`config.mk`:
```
export PLATFORM = sky130hd
export DESIGN_NAME = usb_rx_deser
export DESIGN_NICKNAME = d
export VERILOG_FILES = /design/src/rtl/usb_rx_pkg.sv /design/src/rtl/usb_rx_nrzi.sv /design/src/rtl/usb_rx_framer.sv /design/src/rtl/usb_rx_linestate.sv /design/src/rtl/usb_rx_deser.sv
export SDC_FILE = /design/constraint.sdc
export NUM_CORES = 1
export LEC_CHECK = 0
export BUFFER_PORTS_ARGS = -buffer_cell sky130_fd_sc_hd__buf_4
export CORE_AREA = 2 2 59 61
export DETAILED_ROUTE_END_ITERATION = 6
export DIE_AREA = 0 0 61 63
export GPL_ROUTABILITY_DRIVEN = 0
export PLACE_DENSITY = 0.68
export SLEW_MARGIN = 20
export SYNTH_ARGS = -nofsm -noshare
export SYNTH_HDL_FRONTEND = slang
export SYNTH_HIERARCHICAL = 1
export SYNTH_SLANG_ARGS = --single-unit
```
`constraint.sdc`:
```
create_clock -name clk -period 2 [get_ports clk]
set_input_delay 0.6 -clock clk [delete_from_list [all_inputs] [get_ports clk]]
set_output_delay 0.6 -clock clk [all_outputs]
set_load 0.02 [all_outputs]
```
`src/rtl/usb_rx_pkg.sv`:
```
package usb_rx_pkg;

    localparam logic IDLE_LEVEL = 1'b1;   // J

    typedef enum logic [1:0] {
        ST_HUNT  = 2'd0,
        ST_DATA  = 2'd1,
        ST_DRAIN = 2'd2
    } rx_state_e;

    typedef struct packed {
        logic strobe;   // a bit is present this cycle
        logic eop;      // the bit is a single-ended zero
        logic val;      // decoded data value
    } dec_bit_t;

    // no transition -> 1, transition -> 0
    function automatic logic nrzi_decode(input logic prev_lvl, input logic cur_lvl);
        return ~(prev_lvl ^ cur_lvl);
    endfunction

endpackage

```
`src/rtl/usb_rx_nrzi.sv`:
```
module usb_rx_nrzi
    import usb_rx_pkg::*;
(
    input  logic     clk,
    input  logic     rst,
    input  logic     bit_valid,
    input  logic     bit_level,
    input  logic     bit_se0,
    output dec_bit_t dout
);

    logic prev_q;

    always_ff @(posedge clk) begin
        if (rst) begin
            prev_q <= IDLE_LEVEL;
        end else if (bit_valid) begin
            prev_q <= bit_se0 ? IDLE_LEVEL : bit_level;
        end
    end

    always_comb begin
        dout.strobe = bit_valid;
        dout.eop    = bit_se0;
        dout.val    = nrzi_decode(prev_q, bit_level);
    end

endmodule

```
`src/rtl/usb_rx_framer.sv`:
```
module usb_rx_framer
    import usb_rx_pkg::*;
#(
    parameter int SYNC_MIN_ZEROS = 5,
    parameter int STUFF_RUN      = 6,
    parameter int DATA_W         = 8
) (
    input  logic              clk,
    input  logic              rst,
    input  dec_bit_t          din,
    output logic [DATA_W-1:0] rx_data,
    output logic              rx_valid,
    output logic              rx_error,
    output logic              rx_active
);

    localparam int ZC_W = $clog2(SYNC_MIN_ZEROS + 1);
    localparam int OC_W = $clog2(STUFF_RUN + 1);
    localparam int BC_W = $clog2(DATA_W);
    localparam logic [ZC_W-1:0] ZC_MAX   = ZC_W'(SYNC_MIN_ZEROS);
    localparam logic [OC_W-1:0] OC_MAX   = OC_W'(STUFF_RUN);
    localparam logic [BC_W-1:0] BC_LAST  = BC_W'(DATA_W - 1);

    rx_state_e         state_q;
    logic [ZC_W-1:0]   zcnt_q;
    logic [OC_W-1:0]   ones_q;
    logic [BC_W-1:0]   bcnt_q;
    logic [DATA_W-2:0] shreg_q;

    always_ff @(posedge clk) begin
        if (rst) begin
            state_q  <= ST_HUNT;
            zcnt_q   <= '0;
            ones_q   <= '0;
            bcnt_q   <= '0;
            shreg_q  <= '0;
            rx_data  <= '0;
            rx_valid <= 1'b0;
            rx_error <= 1'b0;
        end else begin
            rx_valid <= 1'b0;
            rx_error <= 1'b0;
            if (din.strobe) begin
                case (state_q)
                    ST_HUNT: begin
                        if (din.eop) begin
                            zcnt_q <= '0;
                        end else if (!din.val) begin
                            if (zcnt_q != ZC_MAX) zcnt_q <= zcnt_q + 1'b1;
                        end else begin
                            if (zcnt_q == ZC_MAX) begin
                                state_q <= ST_DATA;
                                ones_q  <= OC_W'(1);
                                bcnt_q  <= '0;
                            end
                            zcnt_q <= '0;
                        end
                    end
                    ST_DATA: begin
                        if (din.eop) begin
                            state_q <= ST_HUNT;
                            zcnt_q  <= '0;
                        end else if (ones_q == OC_MAX) begin
                            if (din.val) begin
                                rx_error <= 1'b1;
                                state_q  <= ST_DRAIN;
                            end else begin
                                ones_q <= '0;
                            end
                        end else begin
                            ones_q <= din.val ? ones_q + 1'b1 : '0;
                            if (bcnt_q == BC_LAST) begin
                                rx_data  <= {din.val, shreg_q};
                                rx_valid <= 1'b1;
                                bcnt_q   <= '0;
                            end else begin
                                shreg_q <= {din.val, shreg_q[DATA_W-2:1]};
                                bcnt_q  <= bcnt_q + 1'b1;
                            end
                        end
                    end
                    ST_DRAIN: begin
                        if (din.eop) begin
                            state_q <= ST_HUNT;
                            zcnt_q  <= '0;
                        end
                    end
                    default: state_q <= ST_HUNT;
                endcase
            end
        end
    end

    assign rx_active = (state_q == ST_DATA);

endmodule

```
`src/rtl/usb_rx_linestate.sv`:
```
module usb_rx_linestate #(
    parameter int SYNC_STAGES = 2
) (
    input  logic       clk,
    input  logic       rst,
    input  logic       line_dp,
    input  logic       line_dm,
    input  logic       lowpower,
    output logic [1:0] line_state
);

    logic [1:0] stg_q [SYNC_STAGES];
    logic [1:0] raw;

    assign raw = {line_dm, line_dp};

    always_ff @(posedge clk) begin
        if (rst) begin
            for (int i = 0; i < SYNC_STAGES; i++) stg_q[i] <= 2'b00;
        end else begin
            stg_q[0] <= raw;
            for (int i = 1; i < SYNC_STAGES; i++) stg_q[i] <= stg_q[i-1];
        end
    end

    assign line_state = lowpower ? raw : stg_q[SYNC_STAGES-1];

endmodule

```
`src/rtl/usb_rx_deser.sv`:
```
module usb_rx_deser
    import usb_rx_pkg::*;
#(
    parameter int SYNC_MIN_ZEROS = 5,
    parameter int STUFF_RUN      = 6,
    parameter int DATA_W         = 8,
    parameter int SYNC_STAGES    = 2
) (
    input  logic              clk,
    input  logic              rst,
    input  logic              bit_valid,
    input  logic              bit_level,
    input  logic              bit_se0,
    input  logic              line_dp,
    input  logic              line_dm,
    input  logic              lowpower,
    output logic [DATA_W-1:0] rx_data,
    output logic              rx_valid,
    output logic              rx_active,
    output logic              rx_error,
    output logic [1:0]        line_state
);

    dec_bit_t dec;

    usb_rx_nrzi u_nrzi (
        .clk       (clk),
        .rst       (rst),
        .bit_valid (bit_valid),
        .bit_level (bit_level),
        .bit_se0   (bit_se0),
        .dout      (dec)
    );

    usb_rx_framer #(
        .SYNC_MIN_ZEROS (SYNC_MIN_ZEROS),
        .STUFF_RUN      (STUFF_RUN),
        .DATA_W         (DATA_W)
    ) u_framer (
        .clk       (clk),
        .rst       (rst),
        .din       (dec),
        .rx_data   (rx_data),
        .rx_valid  (rx_valid),
        .rx_error  (rx_error),
        .rx_active (rx_active)
    );

    usb_rx_linestate #(
        .SYNC_STAGES (SYNC_STAGES)
    ) u_ls (
        .clk        (clk),
        .rst        (rst),
        .line_dp    (line_dp),
        .line_dm    (line_dm),
        .lowpower   (lowpower),
        .line_state (line_state)
    );

endmodule

```
-- After elaboration in Yosys (flattened, before gate mapping)
Memory sizes are Yosys's and may differ from the RTL's.
Index checks and enable logic that the tools add are counted.
- bits in registers: 29
- memories: 1
- bits of input ports: 8
- logic and storage cells: 88
- output and inout bits: 13
- RAM bits: 4
- $add $sub $neg: 3
- muxes and demuxes: 37
- reductions and logical operators: 12
- bitwise logic cells: 9
- equality and inequality tests: 17
- memory list (memory ; depth ; width ; rd ports ; clocked after memory_dff ; wr ports ; RTL line ; source):
    u_ls.stg_q ; 2 ; 2 ; 2 ; 0 ; 2 ; usb_rx_linestate.sv:12 ; logic [1:0] stg_q [SYNC_STAGES];
- operator list (kind ; number):
    3-bit two-way mux ; 17
    7-bit AND reduction ; 3
    2-bit two-way mux ; 10
    3-bit case mux with 2 select lines ; 3
    2-bit != test (second input constant) ; 5
    5-bit AND reduction ; 2
    5-bit OR reduction ; 2
    3-bit by 1-bit adder with 3-bit output (second input constant) ; 3
    3-bit equality test (second input constant) ; 3
    1-bit two-way mux ; 6
    3-bit by 2-bit != test with 1-bit output (second input constant) ; 2
    3-bit != test (second input constant) ; 2
    1-bit inverter ; 6
    2-bit case mux with 3 select lines ; 1
    2-bit by 1-bit != test with 1-bit output (second input constant) ; 2
    4-bit != test (second input constant) ; 1
    4-bit AND reduction ; 1
    2-bit nonzero test ; 2
    2-bit by 1-bit equality test with 1-bit output (second input constant) ; 1
    2-bit equality test (second input constant) ; 1
    2-bit logical NOT ; 1
    1-bit OR ; 2
    2-bit OR reduction ; 1
    1-bit XOR ; 1

-- Logic depth before layout (Yosys ltp)
Gate-level depths: netlist of the first run.
- depth in word-level cells: 5
- gate-level depth with buffers: 7
- mapped depth without buffers: 6

-- By module
Netlist of the first run, hierarchy kept.
- by module, submodules not included (module ; times used ; cells an instance ; area each (um2)):
    usb_rx_framer ; 1 ; 143 ; 1368.8
    usb_rx_linestate ; 1 ; 10 ; 135.1
    usb_rx_nrzi ; 1 ; 7 ; 67.6

-- Worst setup path after synthesis of the first run
No wires, ideal clock.
- path type: input -> register
- from: in bit_level
- to: reg u_framer.zcnt_q[2]
- slack: 0.121 ns
- library setup time: 0.071 ns
- data required time: 1.929 ns
- cell stages on the path: 4
- data arrival time: 1.808 ns
- buffers on the path: 0
- path through: xnor2_1 > o311ai_1 > or4_1 > a21oi_1
- cells in the longest elaborated chain, start to end: 4
- elaborated cells between the ends (all ways): 6
- RTL lines (item ; RTL line ; source):
    start, declared ; usb_rx_deser.sv:12 ; input logic bit_level,
    1-bit XOR * ; usb_rx_pkg.sv:19 ; return ~(prev_lvl ^ cur_lvl);
    3-bit two-way mux ; usb_rx_framer.sv:48 ; end else if (!din.val) begin
    3-bit two-way mux ; usb_rx_framer.sv:46 ; if (din.eop) begin
    3-bit case mux with 2 select lines ; usb_rx_framer.sv:44 ; case (state_q)
    end signal, assigned ; usb_rx_framer.sv:49 ; if (zcnt_q != ZC_MAX) zcnt_q <= zcnt_q + 1'b1;
    end, declared ; usb_rx_framer.sv:25 ; logic [ZC_W-1:0] zcnt_q;
Every way passes the cells marked *; elsewhere a longest branch is shown, timed or not.
A chain may end at the register's enable or synchronous reset.

-- Worst setup path in the final report of the first run
- from: reg u_framer.state_q[1]
- to: out rx_active
- cells in the longest elaborated chain, start to end: 1
- RTL lines (item ; RTL line ; source):
    start, declared ; usb_rx_framer.sv:24 ; rx_state_e state_q;
    start signal, assigned ; usb_rx_framer.sv:32 ; state_q <= ST_HUNT;
    start signal, assigned ; usb_rx_framer.sv:52 ; state_q <= ST_DATA;
    start signal, assigned ; usb_rx_framer.sv:61 ; state_q <= ST_HUNT;
    2-bit by 1-bit equality test with 1-bit output ; usb_rx_framer.sv:94 ; assign rx_active = (state_q == ST_DATA);
    end, declared ; usb_rx_deser.sv:19 ; output logic rx_active,
No other way between the ends.

==> flow_summary.toml, run 1 <==
[detailed_routing]
wl_microns = 2903
firstDrtPassIters = 4
drt_iter0_markers = 36
drc = 0
wl_per_cell_microns = 12.57
ant_nets = 0
vias_per_cell = 5.281
via_count = 1220

[floorplanning]
ios = 21
dieArea_sq_um = 3843
rows = 21
die_h_microns = 63
fp.coreArea_sq_um = 3232
dieWidth_microns = 61
initial_core_util_pct = 48.63

[cts]
holdBufCountCts = 0
cts.clk_slew.worst_paths_ns = 0.09
h-tree-depth = 2
cts-root-buf = "clkbuf_4"
cts_buffers = 5
postCtsSetupBuffers = 0
insertion_delay_ns = 0.34
clk_path_buf_depth = 2
ctsResizeCount = 0
cts_tree = "yes"
cts.sinks = 33

[yosys]
netlist_area_sq_um = 1572
avgSynthCellArea_sq_um = 9.822
synthCells = 160
synth-seq-cells = 33
syn-num-nets = 180
synth-seq-area-share_pct = 42.04
synth.distinct_cells = 43
synth_warnings = 6
synth_edf_count = 0
synthArstFlopShare_pct = 0
synthFlopType = "dfxtp_1"

[timing]
setup_slack_ns = 0.1317
finalSetupTns_ns = 0
drv_slew = 0
fin_crit_ns = 1.868
fmax_mhz = 535.2
slew_headroom_pct = 68.50
clock_skew_ns = 0.02158
period_share_pct = 93.42
finalSetupViolCount = 0
timing.hold.ws_ns = 0.4465
worst_pin_slew_ns = 0.4710
grt_setup_unrepaired = "false"
hold_viol_final = 0

[final_layout]
drive_gt1_share_pct = 19.46
antenna_cells = 0
area_delta_synth_final_pct = 18.31
final_cell_mix = "dfxtp_1, buf_4, nor2_1"
n_fill_cell = 297
fin_cells = 231
nNetsFinal = 204
layout_commonest_cell = "dfxtp_1"

[hold_path]
hp-class = "register to register"
hold_path_depth = 1

[power_and_ir_drop]
power_w = 0.001258
p_per_area_nw_per_um2 = 676.6
intPower_w = 0.0009925
sw_frac_of_total_pct = 21.11
peakVddDrop_uv = 509.4
comb_power_share_pct = 5.4
power_switching_w = 0.0002656
cellLeakagePower_nw = 0.8292
seqPwrFrac_pct = 52.8
clock_power_share_pct = 41.7

[run_status]
status = "completed"

[global_routing]
grt_max_degree = 35
antenna_found_initial = 0
grt_pass1_vias = 1161
grt_usage_pct = 17.27
grt_overflow_total = 0
grt_pass1_wl_microns = 5057

[run]
maxCapViolCount = 0

[place]
hpwl_microns = 2110
io_buffers = 20
detailedPlace.worstSlack_ns = -0.01290
dp_cells = 223

[critical_path]
required_ns = 1.40
cp-end-kind = "output pin"
worstRegToRegCells = 5
startpoint_type = "register"
worstPathMaxFanout = 6
arrival_ns = 1.27
path_class = "register to output pin"
## state kept, by name, summed over array words and instances, names as in the netlist, 2 cells and up
| register | count |
|---|---|
| u_framer/ones_q | 3 |
| u_framer/state_q | 2 |
| u_framer/shreg_q | 7 |
| u_ls/stg_q | 4 |
| u_framer/zcnt_q | 3 |
| u_framer/rx_data | 8 |
| u_framer/bcnt_q | 3 |
## layout make-up
| type | instances | area [sq um] | share of cell area, % |
|---|---|---|---|
| Inverter | 9 | 33.78 | 1.817 |
| Timing Repair Buffer | 25 | 187.7 | 10.09 |
| Multi-Input combinational cell | 110 | 834.6 | 44.89 |
| Clock inverter | 1 | 30.03 | 1.615 |
| Tap cell | 46 | 57.56 | 3.096 |
| Sequential cell | 33 | 660.6 | 35.53 |
| Clock buffer | 7 | 55.05 | 2.961 |
## power by group through the flow
stage | clock, W | sequential, W | combinational (W)
6_report | 0.000525 | 0.000665 | 0.0000685
5_1_grt | 0.000573 | 0.000666 | 0.0000752
4_1_cts | 0.000536 | 0.000665 | 0.0000688
3_5_place_dp | 0 | 0.000680 | 0.0000684
3_3_place_gp | 0 | 0.000680 | 0.0000659
2_1_floorplan | 0 | 0.000679 | 0.0000402
## worst max-delay path, stage by stage (launching register included)
cell and delay, ns:
dfxtp_1 0.33, inv_1 0.14, ha_1 0.29, buf_4 0.18
## kinds of logic after synthesis
kind of cell             after synthesis  synth area share (%)
multiplexers                          18                 12.10
buffers and inverters                 17                 4.856
AO/OA/AOI/OAI                         23                 10.43
adder cells (fa/ha/maj)               12                 9.554
XOR/XNOR                               1                0.5574
AND/OR/NAND/NOR                       56                 20.46
flip-flops                            33                 42.04
## synth_stat cells, types with 2 or more instances
| library cell | number | area, sq um |
|---|---|---|
| a41o_1 | 2 | 20.02 |
| mux2i_1 | 16 | 160.2 |
| nor2_1 | 18 | 67.56 |
| ha_1 | 12 | 150.1 |
| nand3_1 | 2 | 10.01 |
| or3_1 | 3 | 18.77 |
| nand2b_1 | 3 | 18.77 |
| dfxtp_1 | 33 | 660.6 |
| a21oi_1 | 4 | 20.02 |
| nand4_1 | 3 | 18.77 |
| a211oi_1 | 3 | 22.52 |
| nor2b_1 | 6 | 37.54 |
| and3_1 | 2 | 12.51 |
| inv_1 | 9 | 33.78 |
| nand2_1 | 6 | 22.52 |
| o21ai_0 | 4 | 20.02 |
| clkbuf_1 | 4 | 15.01 |
| nand3b_1 | 2 | 15.01 |
| buf_4 | 3 | 22.52 |
| mux2_4 | 2 | 30.03 |
## path summary, 6_finish.rpt
check             slack (ns)                        startpoint                         endpoint
hold / removal          0.45       u_ls/stg_q[0][0]$_SDFF_PP0_      u_ls/stg_q[0][2]$_SDFF_PP0_
setup reg to reg        0.16  u_framer/state_q[0]$_SDFFE_PP0P_  u_framer/zcnt_q[2]$_SDFFE_PP0P_
hold reg to reg         0.45       u_ls/stg_q[0][0]$_SDFF_PP0_      u_ls/stg_q[0][2]$_SDFF_PP0_
setup / recovery        0.13  u_framer/state_q[1]$_SDFFE_PP0P_                        rx_active
## per-layer routing
| metal | track usage (%) | up-vias | share of wire (%) |
|---|---|---|---|
| li1 | - | 612 | - |
| met3 | 6.625 | 5 | 4.4 |
| met1 | 21.54 | 582 | 45 |
| met4 | 6.250 | 0 | 1.7 |
| met2 | 26.61 | 21 | 48 |
| met5 | 0 | - | 0 |
## per-stage QoR
stage | instance area, sq um | util, %
4_1_cts | 1859 | 57.53
3_5_place_dp | 1774 | 54.90
6_report | 1859 | 57.53
3_3_place_gp | 1774 | 54.90
5_1_grt | 1859 | 57.53
2_1_floorplan | 1572 | -
(Power assumes the default switching activity.)
==> inputs of run 2 (changes only) <==
--- a/config.mk
+++ b/config.mk
@@ -10,9 +10,8 @@
 export DETAILED_ROUTE_END_ITERATION = 6
 export DIE_AREA = 0 0 61 63
 export GPL_ROUTABILITY_DRIVEN = 0
-export PLACE_DENSITY = 0.68
+export PLACE_DENSITY = 0.69
 export SLEW_MARGIN = 20
 export SYNTH_ARGS = -nofsm -noshare
 export SYNTH_HDL_FRONTEND = slang
-export SYNTH_HIERARCHICAL = 1
 export SYNTH_SLANG_ARGS = --single-unit
==> run 2 against run 1 <==
  * Count of clock-buffer cells in the layout shrank 2
  * Area after synthesis grew 1.5%
  * First-iteration DRC count grew 56%
  * Hold slack gained 0.017 ns
  * Utilization grew 0.23 points
  * Sequential share of layout area shrank 0.14 points
  * Sequential cell count is the same
  * Critical path type unchanged
  * Highest routed layer unchanged
  * Critical path depth is the same
  * Cell count grew 6.9%
  * Via count grew 9.6%
  * Setup slack lost 0.049 ns
==> flow_summary.toml, run 2 <==
[timing]
finalSetupViolCount = 0
drv_slew = 0
grt_setup_unrepaired = "false"
worst_pin_slew_ns = 0.4066
period_share_pct = 95.88
hold_viol_final = 0
finalSetupTns_ns = 0
slew_headroom_pct = 72.61
fin_crit_ns = 1.918
clock_skew_ns = 0.008451
fmax_mhz = 521.5
timing.hold.ws_ns = 0.4634

[power_and_ir_drop]
p_per_area_nw_per_um2 = 595.1
sw_frac_of_total_pct = 25.39
power_switching_w = 0.0002821
seqPwrFrac_pct = 60.0
intPower_w = 0.0008288
cellLeakagePower_nw = 0.7084
clock_power_share_pct = 32.6
comb_power_share_pct = 7.4
peakVddDrop_uv = 526.3

[detailed_routing]
drc = 0
vias_per_cell = 5.413
wl_per_cell_microns = 13.62
firstDrtPassIters = 4
via_count = 1337
wl_microns = 3365
ant_nets = 0
drt_iter0_markers = 56

[final_layout]
nNetsFinal = 218
design_area_sq_um = 1867
top_register = "u_framer.rx_data"
area_delta_synth_final_pct = 17.02
largest_register_ff_count = 8
antenna_cells = 0
n_fill_cell = 302
layout_commonest_cell = "dfxtp_1"
final_cell_mix = "dfxtp_1, buf_4, nor2_1"
top_regs = "u_framer.rx_data x8, u_framer.shreg_q x7, u_ls.stg_q x4"
drive_gt1_share_pct = 21.89

[cts]
cts-root-buf = "clkbuf_4"
h-tree-depth = 2
cts.sinks = 33
cts_buffers = 5
insertion_delay_ns = 0.33
cts_tree = "yes"
postCtsSetupBuffers = 0
holdBufCountCts = 0
clk_path_buf_depth = 2
ctsResizeCount = 0
cts.clk_slew.worst_paths_ns = 0.11

[critical_path]
r2r-end = "u_framer.ones_q[1]$_SDFFE_PP0P_"
critPathBufInv = 2
cp-endpoint = "rx_active"
reg2reg_slack_ns = 0.12
crit_family = "flip-flops"
worstPathMaxFanout = 9
path_class = "register to output pin"
r2r-start = "u_framer.state_q[1]$_SDFFE_PP0P_"
worst_path_largest_cell_delay_ns = 0.35
cp_cell_sequence = "inv_1 -> ha_1 -> buf_4"
cp-end-kind = "output pin"
required_ns = 1.40
arrival_ns = 1.32
worstRegToRegCells = 6
startpoint_type = "register"
startpoint = "u_framer.state_q[1]$_SDFFE_PP0P_"
crit_cells = 3
cp_slowest_cell = "dfxtp_1"

[yosys]
synth-seq-cells = 33
synth_commonest_cells = "dfxtp_1, nor2_1, a21oi_1, nand3_1, ha_1"
syn-num-nets = 193
synthArstFlopShare_pct = 0
synth_warnings = 0
synthFlopType = "dfxtp_1"
avgSynthCellArea_sq_um = 9.116
synthCells = 175
netlist_area_sq_um = 1595
synth.distinct_cells = 41
synth_area_leaders = "dfxtp_1, ha_1, mux2i_1, a21oi_1, nand3_1"
synth_edf_count = 0
synth-seq-area-share_pct = 41.41
synth_top_area_share_pct = 41.41
synth_most_common_cell = "dfxtp_1"
yosys.area.top_type = "dfxtp_1"

[global_routing]
antenna_found_initial = 0
grt_pass1_wl_microns = 5692
grt_max_degree = 37
grt_pass1_vias = 1303
grt_usage_pct = 19.38
grt_overflow_total = 0

[floorplanning]
fp.coreArea_sq_um = 3232
dieWidth_microns = 61
dieArea_sq_um = 3843
ios = 21
die_h_microns = 63
initial_core_util_pct = 49.36
rows = 21

[hold_path]
hp-class = "register to register"
holdCritStartpoint = "u_ls.stg_q[0][0]$_SDFF_PP0_"

[run]
maxCapViolCount = 0

[run_status]
status = "completed"

[place]
postPlaceCellArea_sq_um = 1812
io_buffers = 20
hpwl_microns = 2540
## run 2: changes by cell type in the layout (fill, tap and decap cells not counted), moves of 3 or more
cell and delta:
a21oi_1 +11, a31oi_1 +4, mux2_2 +3, mux2i_1 -7, nand2_1 +3, nand2b_1 +3, nand3_1 +11, or3_1 -3
## run 2: worst min path at each step
stage,to,slack [ns],cells after the start
2_1_floorplan,u_ls.stg_q[0][2]$_SDFF_PP0_,0.41,1
3_3_place_gp,u_ls.stg_q[0][2]$_SDFF_PP0_,0.43,1
3_5_place_dp,u_ls.stg_q[0][3]$_SDFF_PP0_,0.44,1
4_1_cts,u_ls.stg_q[0][2]$_SDFF_PP0_,0.47,1
5_1_grt,u_ls.stg_q[0][1]$_SDFF_PP0_,0.47,2
6_report,u_ls.stg_q[0][2]$_SDFF_PP0_,0.46,1
## run 2: cells by family after synthesis
group                    share of synthesized area, %
AO/OA/AOI/OAI                                   16.86
XOR/XNOR                                        1.569
adder cells (fa/ha/maj)                         7.843
buffers and inverters                           3.686
flip-flops                                      41.41
multiplexers                                    7.765
AND/OR/NAND/NOR                                 20.86
## run 2: power groups by stage
stage           logic, W  registers [W]  clock network (W)
2_1_floorplan  0.0000502       0.000681                  0
3_3_place_gp   0.0000796       0.000681                  0
3_5_place_dp   0.0000818       0.000681                  0
4_1_cts        0.0000821       0.000666           0.000378
5_1_grt        0.0000894       0.000667           0.000409
6_report       0.0000824       0.000666           0.000362
## run 2: cell type report
type | count | area [sq um] | share of cell area, %
clock inverters | 3 | 17.52 | 0.9383
inverters | 8 | 30.03 | 1.609
clock buffers | 5 | 37.54 | 2.011
well taps | 46 | 57.56 | 3.083
multi-input cells | 127 | 875.8 | 46.92
flip-flops and latches | 33 | 660.6 | 35.39
repair buffers | 25 | 187.7 | 10.05
## run 2: per-layer routing
metal,wire length [microns],vias up,track usage [%]
li1,-,674,-
met1,1520,634,24.16
met2,1665,21,31.32
met3,99,8,4.762
met4,79,0,7.609
met5,0,-,0
## run 2: stage by stage
stage	instances	power [W]	utilization, %	worst slack [ns]
final	247	0.001111	57.76	0.08230
after global routing	247	0.001165	57.76	0.002903
after CTS	247	0.001127	57.76	0.07772
after detailed placement	239	0.0007631	56.06	0.07855
after global placement	239	0.0007607	56.06	0.1173
after floorplan	175	0.0007308	-	0.1701
